<file path="config.mk">
export PLATFORM = sky130hd
export DESIGN_NAME = mtb_top
export DESIGN_NICKNAME = d
export VERILOG_FILES = /design/src/rtl/mtb_pkg.sv /design/src/rtl/mtb_lane.sv /design/src/rtl/mtb_status.sv /design/src/rtl/mtb_regport.sv /design/src/rtl/mtb_top.sv
export SDC_FILE = /design/constraint.sdc
export NUM_CORES = 2
export LEC_CHECK = 0
export BUFFER_PORTS_ARGS = -buffer_cell sky130_fd_sc_hd__buf_2
export CELL_PAD_IN_SITES_DETAIL_PLACEMENT = 0
export CELL_PAD_IN_SITES_GLOBAL_PLACEMENT = 1
export CORE_MARGIN = 8
export CORE_UTILIZATION = 52
export DETAILED_ROUTE_END_ITERATION = 8
export PLACE_DENSITY = 0.87
export REMOVE_ABC_BUFFERS = 1
export SLEW_MARGIN = 10
export SYNTH_ARGS = -nofsm -noshare
export SYNTH_HDL_FRONTEND = slang
export SYNTH_SLANG_ARGS = --single-unit
</file>
<file path="constraint.sdc">
create_clock -name clk -period 6.75 [get_ports clk]
set_input_delay 1.0125 -clock clk [delete_from_list [all_inputs] [get_ports clk]]
set_output_delay 1.0125 -clock clk [all_outputs]
set_load 0.005 [all_outputs]
</file>
<file path="src/rtl/mtb_pkg.sv">
package mtb_pkg;
  localparam int NCH  = 8;
  localparam int NSRC = 8;
  localparam int AW   = 5;
  localparam int CTLW = 10;

  typedef enum logic [1:0] {
    RG_MATCH = 2'd0,
    RG_COUNT = 2'd1,
    RG_CTRL  = 2'd2,
    RG_MISC  = 2'd3
  } region_e;

  localparam logic [2:0] MISC_STAT = 3'd0;
  localparam logic [2:0] MISC_EN   = 3'd1;
  localparam logic [2:0] MISC_SNAP = 3'd2;

  // base counter index of a channel when it does not own its counter
  function automatic int base_of(input int idx);
    if (idx < 4)      return 0;
    else if (idx < 6) return 4;
    else              return 6;
  endfunction

  function automatic logic [CTLW-1:0] ctrl_mask(input int idx);
    return (idx < 4) ? 10'h0FF : 10'h3FF;
  endfunction
endpackage

</file>
<file path="src/rtl/mtb_lane.sv">
module mtb_lane
  import mtb_pkg::*;
#(
  parameter int              IDX      = 0,
  parameter int              CNT_W    = 32,
  parameter logic [NSRC-1:0] SRC_LIVE = '1
) (
  input  logic             clk,
  input  logic             rst_n,
  input  logic [NSRC-1:0]  tick_src,
  input  logic             wr_match,
  input  logic             wr_count,
  input  logic             wr_ctrl,
  input  logic [31:0]      wdata,
  input  logic [CNT_W-1:0] cmp_cnt,
  input  logic             cmp_tick,
  input  logic             cmp_load,
  output logic [CNT_W-1:0] cnt_q,
  output logic [CNT_W-1:0] match_q,
  output logic [CTLW-1:0]  ctrl_q,
  output logic [2:0]       sel_q,
  output logic             own_tick,
  output logic             hit
);
  localparam bit              IS_BASE = (base_of(IDX) == IDX);
  localparam logic [CTLW-1:0] MASK    = ctrl_mask(IDX);

  logic             armed_q;
  logic             force_zero;
  logic             sel_take;
  logic             self_cmp;
  logic [2:0]       sel_new;
  logic [CNT_W-1:0] cmp_next;
  logic [CNT_W-1:0] cnt_step;

  // upper group honours the force-source-0 bit, lower group has no such bit
  generate
    if (IDX >= 4) begin : g_ext
      assign force_zero = wdata[8];
    end else begin : g_std
      assign force_zero = 1'b0;
    end
  endgenerate

  assign sel_take = wr_ctrl && (wdata[7] || IS_BASE);
  assign sel_new  = force_zero ? 3'd0 : wdata[2:0];
  assign own_tick = tick_src[sel_q] & SRC_LIVE[sel_q];
  assign self_cmp = ctrl_q[7] || IS_BASE;
  assign cmp_next = cmp_cnt + CNT_W'(1);
  assign hit      = armed_q && cmp_tick && !cmp_load && (cmp_next == match_q);
  assign cnt_step = (hit && self_cmp && ctrl_q[3]) ? '0 : cnt_q + CNT_W'(1);

  always_ff @(posedge clk) begin
    if (!rst_n) begin
      cnt_q   <= '0;
      match_q <= '0;
      ctrl_q  <= '0;
      sel_q   <= '0;
      armed_q <= 1'b0;
    end else begin
      if (wr_count)      cnt_q <= wdata[CNT_W-1:0];
      else if (own_tick) cnt_q <= cnt_step;

      if (wr_match) match_q <= wdata[CNT_W-1:0];

      if (wr_ctrl)  ctrl_q <= wdata[CTLW-1:0] & MASK;
      if (sel_take) sel_q  <= sel_new;

      if (wr_match)              armed_q <= 1'b1;
      else if (hit && !ctrl_q[6]) armed_q <= 1'b0;
    end
  end
endmodule

</file>
<file path="src/rtl/mtb_status.sv">
module mtb_status
  import mtb_pkg::*;
(
  input  logic           clk,
  input  logic           rst_n,
  input  logic [NCH-1:0] hit,
  input  logic           wr_stat,
  input  logic           wr_enable,
  input  logic [NCH-1:0] wbits,
  output logic [NCH-1:0] status_q,
  output logic [NCH-1:0] enable_q,
  output logic           irq
);
  logic [NCH-1:0] kept;

  assign kept = wr_stat ? (status_q & ~wbits) : status_q;
  assign irq  = |status_q;

  always_ff @(posedge clk) begin
    if (!rst_n) begin
      status_q <= '0;
      enable_q <= '0;
    end else begin
      status_q <= kept | (hit & enable_q);
      if (wr_enable) enable_q <= wbits;
    end
  end
endmodule

</file>
<file path="src/rtl/mtb_regport.sv">
module mtb_regport
  import mtb_pkg::*;
#(
  parameter int CNT_W = 32
) (
  input  logic                          clk,
  input  logic                          rst_n,
  input  logic                          rd_en,
  input  logic [AW-1:0]                 addr,
  input  logic [NCH-1:0][CNT_W-1:0]     match_q,
  input  logic [NCH-1:0][CNT_W-1:0]     cnt_q,
  input  logic [NCH-1:0][CTLW-1:0]      ctrl_q,
  input  logic [NCH-1:0]                status_q,
  input  logic [NCH-1:0]                enable_q,
  output logic [31:0]                   rdata,
  output logic [CNT_W-1:0]              snap_q
);
  region_e    rgn;
  logic [2:0] sub;
  logic [31:0] rd_val;
  logic        capture;

  assign rgn = region_e'(addr[AW-1:3]);
  assign sub = addr[2:0];

  always_comb begin
    rd_val = '0;
    unique case (rgn)
      RG_MATCH: rd_val = 32'(match_q[sub]);
      RG_COUNT: rd_val = 32'(cnt_q[sub]);
      RG_CTRL:  rd_val = 32'(ctrl_q[sub]);
      RG_MISC: begin
        if (sub == MISC_STAT)      rd_val = 32'(status_q);
        else if (sub == MISC_EN)   rd_val = 32'(enable_q);
        else if (sub == MISC_SNAP) rd_val = 32'(snap_q);
      end
      default: rd_val = '0;
    endcase
  end

  // only the odd channels of the upper group capture their neighbour
  assign capture = rd_en && (rgn == RG_COUNT) &&
                   (((sub == 3'd5) && ctrl_q[5][9]) || ((sub == 3'd7) && ctrl_q[7][9]));

  always_ff @(posedge clk) begin
    if (!rst_n) begin
      rdata  <= '0;
      snap_q <= '0;
    end else begin
      if (rd_en)   rdata  <= rd_val;
      if (capture) snap_q <= cnt_q[sub - 3'd1];
    end
  end
endmodule

</file>
<file path="src/rtl/mtb_top.sv">
module mtb_top
  import mtb_pkg::*;
#(
  parameter int              CNT_W    = 32,
  parameter logic [NSRC-1:0] SRC_LIVE = 8'b1101_1111
) (
  input  logic            clk,
  input  logic            rst_n,
  input  logic            wr_en,
  input  logic            rd_en,
  input  logic [AW-1:0]   addr,
  input  logic [31:0]     wdata,
  input  logic [NSRC-1:0] tick_src,
  output logic [31:0]     rdata,
  output logic            irq
);
  region_e    rgn;
  logic [2:0] sub;

  logic [NCH-1:0][CNT_W-1:0] cnt_q;
  logic [NCH-1:0][CNT_W-1:0] match_q;
  logic [NCH-1:0][CNT_W-1:0] cmp_cnt;
  logic [NCH-1:0][CTLW-1:0]  ctrl_q;
  logic [NCH-1:0][2:0]       sel_q;
  logic [NCH-1:0]            own_tick, cmp_tick, cmp_load, hit;
  logic [NCH-1:0]            wr_match_v, wr_count_v, wr_ctrl_v;
  logic [NCH-1:0]            status_q, enable_q;
  logic [CNT_W-1:0]          snap_q;
  logic                      wr_stat, wr_enable;

  assign rgn       = region_e'(addr[AW-1:3]);
  assign sub       = addr[2:0];
  assign wr_stat   = wr_en && (rgn == RG_MISC) && (sub == MISC_STAT);
  assign wr_enable = wr_en && (rgn == RG_MISC) && (sub == MISC_EN);

  generate
    for (genvar g = 0; g < NCH; g++) begin : g_lane
      localparam int BASE = base_of(g);

      assign wr_match_v[g] = wr_en && (rgn == RG_MATCH) && (sub == 3'(g));
      assign wr_count_v[g] = wr_en && (rgn == RG_COUNT) && (sub == 3'(g));
      assign wr_ctrl_v[g]  = wr_en && (rgn == RG_CTRL)  && (sub == 3'(g));

      assign cmp_cnt[g]  = ctrl_q[g][7] ? cnt_q[g]      : cnt_q[BASE];
      assign cmp_tick[g] = ctrl_q[g][7] ? own_tick[g]   : own_tick[BASE];
      assign cmp_load[g] = ctrl_q[g][7] ? wr_count_v[g] : wr_count_v[BASE];

      mtb_lane #(
        .IDX      (g),
        .CNT_W    (CNT_W),
        .SRC_LIVE (SRC_LIVE)
      ) u_lane (
        .clk      (clk),
        .rst_n    (rst_n),
        .tick_src (tick_src),
        .wr_match (wr_match_v[g]),
        .wr_count (wr_count_v[g]),
        .wr_ctrl  (wr_ctrl_v[g]),
        .wdata    (wdata),
        .cmp_cnt  (cmp_cnt[g]),
        .cmp_tick (cmp_tick[g]),
        .cmp_load (cmp_load[g]),
        .cnt_q    (cnt_q[g]),
        .match_q  (match_q[g]),
        .ctrl_q   (ctrl_q[g]),
        .sel_q    (sel_q[g]),
        .own_tick (own_tick[g]),
        .hit      (hit[g])
      );
    end
  endgenerate

  mtb_status u_status (
    .clk       (clk),
    .rst_n     (rst_n),
    .hit       (hit),
    .wr_stat   (wr_stat),
    .wr_enable (wr_enable),
    .wbits     (wdata[NCH-1:0]),
    .status_q  (status_q),
    .enable_q  (enable_q),
    .irq       (irq)
  );

  mtb_regport #(.CNT_W(CNT_W)) u_regport (
    .clk      (clk),
    .rst_n    (rst_n),
    .rd_en    (rd_en),
    .addr     (addr),
    .match_q  (match_q),
    .cnt_q    (cnt_q),
    .ctrl_q   (ctrl_q),
    .status_q (status_q),
    .enable_q (enable_q),
    .rdata    (rdata),
    .snap_q   (snap_q)
  );
endmodule

</file>
==> flow_metrics.tcl <==
set metrics [dict create \
    status "complete, no violations" \
    clockBufferDepth 3 \
    yosysWarnings 0 \
    synth.avg_cell_area_um2 7.79 \
    clkTransAtPathRegs_ns 0.06 \
    synth_ff_type "dfxtp_1" \
    die_w_um 331 \
    period_minus_slack_ns 5.64 \
    peakVddDrop_uv 234 \
    hold_slack_ns 0.453 \
    routed_wl_um 226000 \
    htreeDepth 3 \
    powerDensity_nw_per_um2 185 \
    drt_iter0_drc 8120 \
    nets 6285 \
    synth_edf_count 0 \
    cts_resized 0 \
    wl_per_cell_um 29.9 \
    setup_slack_ns 1.11 \
    worstSetupPathType "flop to flop" \
    clk_latency_ns 0.70 \
    nFillCells 9279 \
    critPathLaunchType "flop" \
    root_buffer "clkbuf_16" \
    skew_ns 0.0151 \
    yosysTopAreaCell "dfxtp_1" \
    worstPathRequired_ns 7.32 \
    numCtsBuffers 85 \
    overflow 0 \
    io_pins 82 \
    routed_via_density 7.01 \
    first_global_vias 47326 \
    numPortBuffers 81 \
    timing.fmax_mhz 177 \
    async_flop_share 0 \
    p_leak_nw 16.8 \
    grt_usage 0.398 \
    gp_congestion 1.05 \
    ctsHoldBuffers 0 \
    arrival_ns 6.21 \
    postCtsSetupRepairBufs 0 \
    drc 0 \
    multi_input_area_um2 34600 \
    core_um2 98300 \
    setup_viol 0 \
    synth_top_area_frac 0.272 \
    cts_tree "built" \
    fp.dieArea_um2 109000 \
    ys_seq_elements 701 \
    ant_nets 0 \
    yosys-top-cells-area "dfxtp_1 (27%), mux4_2 (9.6%), nand2_1 (7.8%), a21oi_1 (5.8%), mux2i_1 (5.6%)" \
    crit_fanout 19 \
    hold_viol 0 \
    fin_cells 7574 \
    min_path_type "flop to flop" \
    synth.distinct_cells 108 \
    grt_max_degree 172 \
    area.sequential_um2 14000 \
    endpoint_kind "flop" \
    start_util 0.524 \
    pre_cts_ws_ns 1.38 \
    rsz0062_at_grt "no" \
    grt_first_pass_wirelength_um 328000 \
    cts_sinks 701 \
    antenna_found_initial 6 \
    syn-cell-area_um2 51500 \
    layout-drive-gt1-share 0.107 \
    fp.dieH_um 331 \
    place_inst 7418 \
    slew_headroom 0.132 \
    dpl.hpwl_um 164000 \
    vias 53079 \
    core.rowCount 115 \
    tightest_slew_ns 1.30 \
    finalCritPeriodShare 0.836 \
    syn_to_final_growth_pct 6.02 \
    synth_seq_area_share 0.272 \
    first_pass_iters 8 \
    slew_viol_final 0 \
    synth_cells 6615 \
    max_cap_violations 0 \
]
==> synthesized netlist by cell type, types with 22 or more instances <==
| master | count |
|---|---|
| or3_1 | 68 |
| a211oi_1 | 93 |
| nand2_1 | 1074 |
| nor2b_1 | 34 |
| o31ai_1 | 31 |
| a21oi_1 | 600 |
| nand3b_1 | 109 |
| nor3_1 | 145 |
| mux2i_1 | 287 |
| buf_1 | 42 |
| mux2_2 | 34 |
| nor2_1 | 346 |
| xnor2_1 | 258 |
| inv_1 | 64 |
| nor4_1 | 62 |
| o22ai_1 | 53 |
| nand2b_1 | 23 |
| nand4b_1 | 23 |
| a22oi_1 | 35 |
| clkbuf_1 | 513 |
| a221oi_1 | 22 |
| o21ai_0 | 387 |
| a31oi_1 | 152 |
| dfxtp_1 | 701 |
| xor2_1 | 108 |
| nand4_1 | 108 |
| nand3_1 | 327 |
| or4_1 | 32 |
| buf_2 | 92 |
| and3_1 | 71 |
| and4_1 | 25 |
| and2_1 | 44 |
| mux4_2 | 219 |
==> power breakdown <==
group	internal (W)	switching, W
clock	0.00268	0.00204
combinational	0.000336	0.000717
sequential	0.00419	0.000137
total	0.00721	0.00289
==> registers in the layout (all words and copies together), names as in the netlist, named ones only <==
name and flops:
u_status.enable_q 8, g_lane.u_lane.armed_q 8, g_lane.u_lane.match_q 256, g_lane.u_lane.ctrl_q 70, u_regport.snap_q 32, g_lane.u_lane.sel_q 23
u_regport.rdata 32, g_lane.u_lane.cnt_q 256, u_status.status_q 8
==> final timing paths <==
kind	startpoint	endpoint	slack [ns]	cells past startpoint
setup / recovery	g_lane[6].u_lane.cnt_q[8]	g_lane[6].u_lane.cnt_q[12]	1.11	10
hold / removal	g_lane[4].u_lane.ctrl_q[0]	g_lane[4].u_lane.ctrl_q[0]	0.45	2
setup reg to reg	g_lane[6].u_lane.cnt_q[8]	g_lane[6].u_lane.cnt_q[12]	1.11	10
hold reg to reg	g_lane[4].u_lane.ctrl_q[0]	g_lane[4].u_lane.ctrl_q[0]	0.45	2
==> layout by cell type, fill, tap and decap left out, types with 33 or more instances in the layout <==
cell	count
mux2i_1	287
a211oi_1	93
nand3b_1	109
and3_1	71
nor2b_1	33
nand2_1	1071
inv_1	63
o21ai_0	387
nand4_1	108
nand3_1	327
clkbuf_16	86
xor2_1	107
dfxtp_1	696
buf_2	77
a31oi_1	152
and2_1	44
xnor2_1	258
or3_1	68
nor4_1	59
nor2_1	341
buf_4	109
a22oi_1	35
a21oi_1	598
mux2_2	34
nor3_1	144
o22ai_1	53
mux4_2	219
==> through the flow <==
stage	cell area [um^2]	power, W	setup TNS (ns)	util
2_1_floorplan	48700	0.00488	-826.07	-
4_1_cts	54600	0.0101	0	0.556
6_report	54600	0.0101	0	0.556
3_5_place_dp	51900	0.00542	0	0.528
3_3_place_gp	51800	0.00541	0	0.527
5_1_grt	54600	0.0103	0	0.556
==> layer usage <==
metal / track usage / up-vias / wire length [um]
li1: - / 23369 / -
met1: 0.552 / 25323 / 90800
met2: 0.552 / 3749 / 91300
met3: 0.122 / 636 / 30500
met4: 0.200 / 2 / 13700
met5: 0.00769 / - / 111
==> worst max-delay path, cell delays in order (launching register included) <==
cell	delay, ns
dfxtp_1	0.67
and4_1	0.36
nand4_2	0.30
nor4_1	0.99
mux2i_1	0.27
nand3_1	0.24
nand3_1	0.22
nor3_4	0.05
nor2_2	0.96
nand3_1	0.87
o311ai_0	0.57
==> cell type report <==
type | count | area share
diodes | 3 | 0.000137
clock buffers | 129 | 0.0444
clock inverters | 24 | 0.00589
inverters | 67 | 0.00474
multi-input cells | 5168 | 0.633
flip-flops and latches | 701 | 0.257
well taps | 1287 | 0.0295
repair buffers | 195 | 0.0251
==> cells by family after synthesis <==
| logic type | count (synthesis) | share of synthesized area |
|---|---|---|
| fa+ha+maj | 18 | 0.00437 |
| simple gates | 2619 | 0.251 |
| compound gates | 1620 | 0.190 |
| mux | 540 | 0.159 |
| buf+inv | 746 | 0.0588 |
| flops | 701 | 0.272 |
| xor+xnor | 371 | 0.0644 |
No activity file was read; power rests on OpenSTA's default activity.
